## src/rtl/rxwm_pkg.sv

```systemverilog
package rxwm_pkg;
   typedef enum logic {
      ST_IDLE  = 1'b0,
      ST_DRAIN = 1'b1
   } drain_st_e;
endpackage

```

## src/rtl/rxwm_limit_chk.sv

```systemverilog
module rxwm_limit_chk #(
   parameter int NUM_BLOCKS = 8,
   parameter int WM_W       = 4
) (
   input  logic            clk,
   input  logic            rst,
   input  logic [WM_W-1:0] wm_level,
   output logic            wm_enable,
   output logic            cfg_err
);
   localparam logic [WM_W-1:0] WM_MAX = WM_W'(NUM_BLOCKS - 1);

   logic wm_legal;

   generate
      if (NUM_BLOCKS < 2) begin : g_bad_depth
         $error("rxwm_limit_chk: NUM_BLOCKS must be at least 2");
      end
      if ((1 << WM_W) <= NUM_BLOCKS) begin : g_bad_width
         $error("rxwm_limit_chk: WM_W too narrow to express an illegal level");
      end
   endgenerate

   assign wm_legal  = (wm_level != '0) && (wm_level <= WM_MAX);
   assign wm_enable = wm_legal && !cfg_err;

   always_ff @(posedge clk) begin
      if (rst) begin
         cfg_err <= 1'b0;
      end else if (!wm_legal) begin
         cfg_err <= 1'b1;
      end
   end

   AST_ERR_STICKY: assert property (@(posedge clk) disable iff (rst)
      cfg_err |=> cfg_err);
   AST_ERR_ON_BAD_LEVEL: assert property (@(posedge clk) disable iff (rst)
      ((wm_level == '0) || (wm_level > WM_MAX)) |=> cfg_err);
endmodule

```

## src/rtl/rxwm_blk_count.sv

```systemverilog
module rxwm_blk_count #(
   parameter int NUM_BLOCKS = 8,
   parameter int WM_W       = 4
) (
   input  logic            clk,
   input  logic            rst,
   input  logic            busy,
   input  logic            blk_done,
   input  logic [WM_W-1:0] wm_level,
   input  logic            wm_enable,
   output logic            wm_hit
);
   localparam int CNT_W = (NUM_BLOCKS > 2) ? $clog2(NUM_BLOCKS) : 1;
   localparam logic [CNT_W-1:0] CNT_TOP = CNT_W'(NUM_BLOCKS - 1);

   logic [CNT_W-1:0] blk_cnt;
   logic [WM_W-1:0]  cnt_next_ext;

   generate
      if (WM_W < CNT_W) begin : g_bad_width
         $error("rxwm_blk_count: WM_W narrower than block counter");
      end
   endgenerate

   assign cnt_next_ext = WM_W'(blk_cnt) + WM_W'(1);
   assign wm_hit       = !busy && blk_done && wm_enable && (cnt_next_ext == wm_level);

   always_ff @(posedge clk) begin
      if (rst || busy) begin
         blk_cnt <= '0;
      end else if (blk_done && (blk_cnt != CNT_TOP)) begin
         blk_cnt <= blk_cnt + CNT_W'(1);
      end
   end

   AST_CNT_IN_RANGE: assert property (@(posedge clk) disable iff (rst)
      blk_cnt <= CNT_TOP);
   AST_CNT_CLEAR_AFTER_DRAIN: assert property (@(posedge clk) disable iff (rst)
      busy |=> (blk_cnt == '0));
endmodule

```

## src/rtl/rxwm_drain_fsm.sv

```systemverilog
module rxwm_drain_fsm
   import rxwm_pkg::*;
(
   input  logic clk,
   input  logic rst,
   input  logic wm_hit,
   input  logic eof,
   input  logic rd_strobe,
   input  logic fifo_empty,
   output logic drain_req
);
   drain_st_e state, state_nxt;
   logic      drained;

   assign drained = fifo_empty && !rd_strobe;

   always_comb begin
      state_nxt = state;
      unique case (state)
         ST_IDLE:  if (wm_hit || eof) state_nxt = ST_DRAIN;
         ST_DRAIN: if (drained)       state_nxt = ST_IDLE;
         default:                     state_nxt = ST_IDLE;
      endcase
   end

   always_ff @(posedge clk) begin
      if (rst) state <= ST_IDLE;
      else     state <= state_nxt;
   end

   assign drain_req = (state == ST_DRAIN);

   AST_REQ_HOLD: assert property (@(posedge clk) disable iff (rst)
      (drain_req && (!fifo_empty || rd_strobe)) |=> drain_req);
   AST_REQ_RELEASE: assert property (@(posedge clk) disable iff (rst)
      (drain_req && fifo_empty && !rd_strobe) |=> !drain_req);
   AST_EOF_START: assert property (@(posedge clk) disable iff (rst)
      (!drain_req && eof) |=> drain_req);
   AST_WM_START: assert property (@(posedge clk) disable iff (rst)
      wm_hit |=> drain_req);
endmodule

```

## src/rtl/rx_drain_trigger.sv

```systemverilog
module rx_drain_trigger #(
   parameter int NUM_BLOCKS = 8,
   parameter int WM_W       = $clog2(NUM_BLOCKS) + 1
) (
   input  logic            clk,
   input  logic            rst,
   input  logic [WM_W-1:0] wm_level,
   input  logic            blk_done,
   input  logic            eof,
   input  logic            rd_strobe,
   input  logic            fifo_empty,
   output logic            drain_req,
   output logic            cfg_err
);
   logic wm_enable;
   logic wm_hit;

   rxwm_limit_chk #(.NUM_BLOCKS(NUM_BLOCKS), .WM_W(WM_W)) u_limit (
      .clk       (clk),
      .rst       (rst),
      .wm_level  (wm_level),
      .wm_enable (wm_enable),
      .cfg_err   (cfg_err)
   );

   rxwm_blk_count #(.NUM_BLOCKS(NUM_BLOCKS), .WM_W(WM_W)) u_count (
      .clk       (clk),
      .rst       (rst),
      .busy      (drain_req),
      .blk_done  (blk_done),
      .wm_level  (wm_level),
      .wm_enable (wm_enable),
      .wm_hit    (wm_hit)
   );

   rxwm_drain_fsm u_fsm (
      .clk        (clk),
      .rst        (rst),
      .wm_hit     (wm_hit),
      .eof        (eof),
      .rd_strobe  (rd_strobe),
      .fifo_empty (fifo_empty),
      .drain_req  (drain_req)
   );

   AST_RESET_CLEARS: assert property (@(posedge clk)
      rst |=> (!drain_req && !cfg_err));
   AST_NO_WM_WHEN_ERR: assert property (@(posedge clk) disable iff (rst)
      (cfg_err && !drain_req && !eof) |=> !drain_req);
endmodule

```

## config.mk

```make
export PLATFORM = sky130hd
export DESIGN_NAME = rx_drain_trigger
export DESIGN_NICKNAME = d
export VERILOG_FILES = /design/src/rtl/rxwm_pkg.sv /design/src/rtl/rxwm_limit_chk.sv /design/src/rtl/rxwm_blk_count.sv /design/src/rtl/rxwm_drain_fsm.sv /design/src/rtl/rx_drain_trigger.sv
export SDC_FILE = /design/constraint.sdc
export NUM_CORES = 1
export LEC_CHECK = 0
export ABC_AREA = 1
export BUFFER_PORTS_ARGS = -buffer_cell sky130_fd_sc_hd__buf_4
export CAP_MARGIN = 10
export CORE_AREA = 2 2 39 41
export CTS_CLUSTER_DIAMETER = 120
export DETAILED_ROUTE_END_ITERATION = 16
export DIE_AREA = 0 0 41 43
export GPL_TIMING_DRIVEN = 0
export PLACE_DENSITY = 0.53
export SLEW_MARGIN = 25
export SYNTH_ARGS = -nofsm -noshare
export SYNTH_HDL_FRONTEND = slang
export SYNTH_SLANG_ARGS = --single-unit
```

## constraint.sdc

```tcl
create_clock -name clk -period 2.6 [get_ports clk]
set_input_delay 0.52 -clock clk [delete_from_list [all_inputs] [get_ports clk]]
set_output_delay 0.52 -clock clk [all_outputs]
set_load 0.01 [all_outputs]
```

==> qor.yml <==
status:
  outcome: "complete, no violations"
cts:
  clk_root_buffer_cell: "clkbuf_4"
  clock_tree.buffer_depth: 2
  post_cts_hold_buffer_count: 0
  post-cts-setup-buffer-count: 0
  cts-resized-gates: 0
  tritoncts.num_buffers: 3
  depth_of_the_cts_h_tree: 1
  worstSkewPairLatency_ns: 0.24
  clkSinkCount: 5
  register_clock_pin_slew_on_the_reported_worst_setup_and_hold_paths_ns: 0.04
  tritoncts_clock_tree: "yes"
floorplan:
  fp.dieW_um: 41
  fp-row-count: 14
  ioPinCount: 12
  start_util_pct: 24.4
  dieHeight_um: 43
  die-area_sq_mm: 0.00176
  core_region_area_sq_mm: 0.00138
power:
  vdd_drop_max_uv: 149
  power_leakage_nw: 0.242
  power_density_mw_per_mm2: 486
  finalPower_w: 0.000227
critical_path:
  critPathKind: "flop to flop"
  crit_arrival_ns: 1.54
  endpoint_kind: "flop"
  critical_path.startpoint_type: "flop"
  timing.critical_path.cells: "ha_1, ha_1, inv_1, nand2_1, nand2_2, nor2_4, nand3_2, a21oi_2"
  worst_ep_required_time_ns: 2.78
  worst_setup_path_startpoint: "u_count.blk_cnt[0]"
  r2r-start: "u_count.blk_cnt[0]"
  worstPathMaxFanout: 5
  path_common_cell: "ha_1"
  worst_path_largest_cell_delay_ns: 0.35
  timing.critical_path.slowest_stage_cell: "dfxtp_1"
placed_design:
  detailedPlacementHpwl_um: 538
  gp_routability_congestion: 0.754
  portBuffers: 11
  placed_area_sq_um: 440
yosys:
  yosys_warnings: 0
  yosys_register_bits: 5
  syn-instance-count: 50
  syn-num-nets: 62
  postSynthAreaPerCell_sq_um: 6.76
  sequential_area_share_after_synthesis_pct: 29.6
  ys_types: 15
  cell_area_after_technology_mapping_sq_um: 338
drt:
  drc_errors: 0
  detail-route-antenna-nets: 0
  route.vias.total: 341
  dr.first_iter.drc_count: 4
  vias_per_cell: 4.21
  route.final.wire_length_um: 615
  routedWlPerCell_um: 7.59
  drt_first_pass_iters: 2
cells_and_area:
  mostFrequentLayoutCell: "nand2_1"
  fin_nets: 78
  post_route_cells_drive_above_1_share_pct: 38.5
  diodes: 0
  mostFrequentLayoutCells: "nand2_1, buf_4, inv_1, nor2_1, dfxtp_1"
  layout.filler_cells: 163
  flow.area_growth_from_synthesis_pct: 38.1
  design_area_sq_um: 467
sta:
  grt_setup_unrepaired: "false"
  finalMaxSlewViolations: 0
  final_report_setup_violation_count: 0
  finalClockSkew_ns: 0.00153
  tightestPinTransition_ns: 0.185
  layout_min_cycle_time_ns: 1.36
  layout_worst_path_cycle_share_pct: 52.3
  finalSetupTns_ns: 0
  final_hold_viol_count: 0
  slew-limit-headroom_pct: 87.6
  achievable-frequency_ghz: 0.736
global_route:
  grt_pass1_wl_um: 1090
  grt_antenna_before_repair: 0
  grt.total_usage_pct: 9.85
  gr_overflow_total: 0
  pin_count_of_the_biggest_net_entering_global_routing: 6
  first_global_vias: 299
worst_hold_path:
  worstHoldStart: "rst"
  hold_path.class: "input port to flop"
run:
  maxCapViolCount: 0
cells in the mapped netlist, drive strengths merged:
master / count / area, sq um
a211oi: 2 / 15.0
a21oi: 3 / 18.8
dfxtp: 5 / 100
ha: 2 / 25.0
inv: 10 / 37.5
nand2: 16 / 67.6
nand3: 2 / 15.0
nor2: 9 / 53.8
o21ai: 1 / 5.00
final cells by class:
| class | count | area, sq um | share of cell area [%] |
|---|---|---|---|
| timing repair buffer | 11 | 82.6 | 17.7 |
| tap | 16 | 20.0 | 4.29 |
| sequential | 5 | 100 | 21.4 |
| multi-input combinational | 35 | 200 | 42.9 |
| clock buffer | 4 | 26.3 | 5.63 |
| inverter | 10 | 37.5 | 8.04 |
where the power goes:
part           leakage (nW)  internal [W]  switching (W)
clock network        0.0150     0.0000580      0.0000317
registers            0.0414     0.0000826     0.00000455
logic                 0.186     0.0000245      0.0000256
total                 0.242      0.000165      0.0000618
worst paths after layout:
kind,endpoint,slack [ns],cells past startpoint
min,u_limit.cfg_err,0.44,2
min reg2reg,u_count.blk_cnt[2],0.51,2
max,u_fsm.drain_req,1.24,8
max reg2reg,u_fsm.drain_req,1.24,8
flip-flops by register name (all words and copies together) (netlist names):
name             count
u_count.blk_cnt      3
u_fsm.drain_req      1
u_limit.cfg_err      1
layer usage:
metal | GRT usage, % | up-vias | routed length, um | part of all wire (%)
li1 | - | 183 | - | -
met1 | 10.0 | 145 | 248 | 40
met2 | 13.4 | 9 | 296 | 48
met3 | 3.14 | 4 | 34 | 5.5
met4 | 12.0 | 0 | 35 | 5.7
met5 | 0 | - | 0 | 0
kinds of logic (layout without fill, tap and decap cells):
kind of cell	Yosys count	in the layout	synth area share, %
and+or+nand+nor	27	27	40.4
buffers and inverters	10	25	11.1
AOI/OAI and AO/OA	6	6	11.5
DFF	5	5	29.6
adders and majority gates	2	2	7.41
critical path, delay by kind of cell (launching register included):
| family | cells | cell delay, ns |
|---|---|---|
| compound gates | 1 | 0.10 |
| fa+ha+maj | 2 | 0.50 |
| buf+inv | 1 | 0.05 |
| flops | 1 | 0.35 |
| simple gates | 4 | 0.29 |
per-stage QoR:
stage                     setup WS, ns  utilization (%)  hold slack (ns)  instances
after floorplan                   1.33                -            0.488         50
after global placement            1.25             31.8            0.507         77
after detailed placement          1.25             31.8            0.506         77
after CTS                         1.24             33.7            0.431         81
after global routing              1.14             33.7            0.432         81
final                             1.24             33.7            0.439         81
Note: power is estimated with default switching activity, not from simulation.
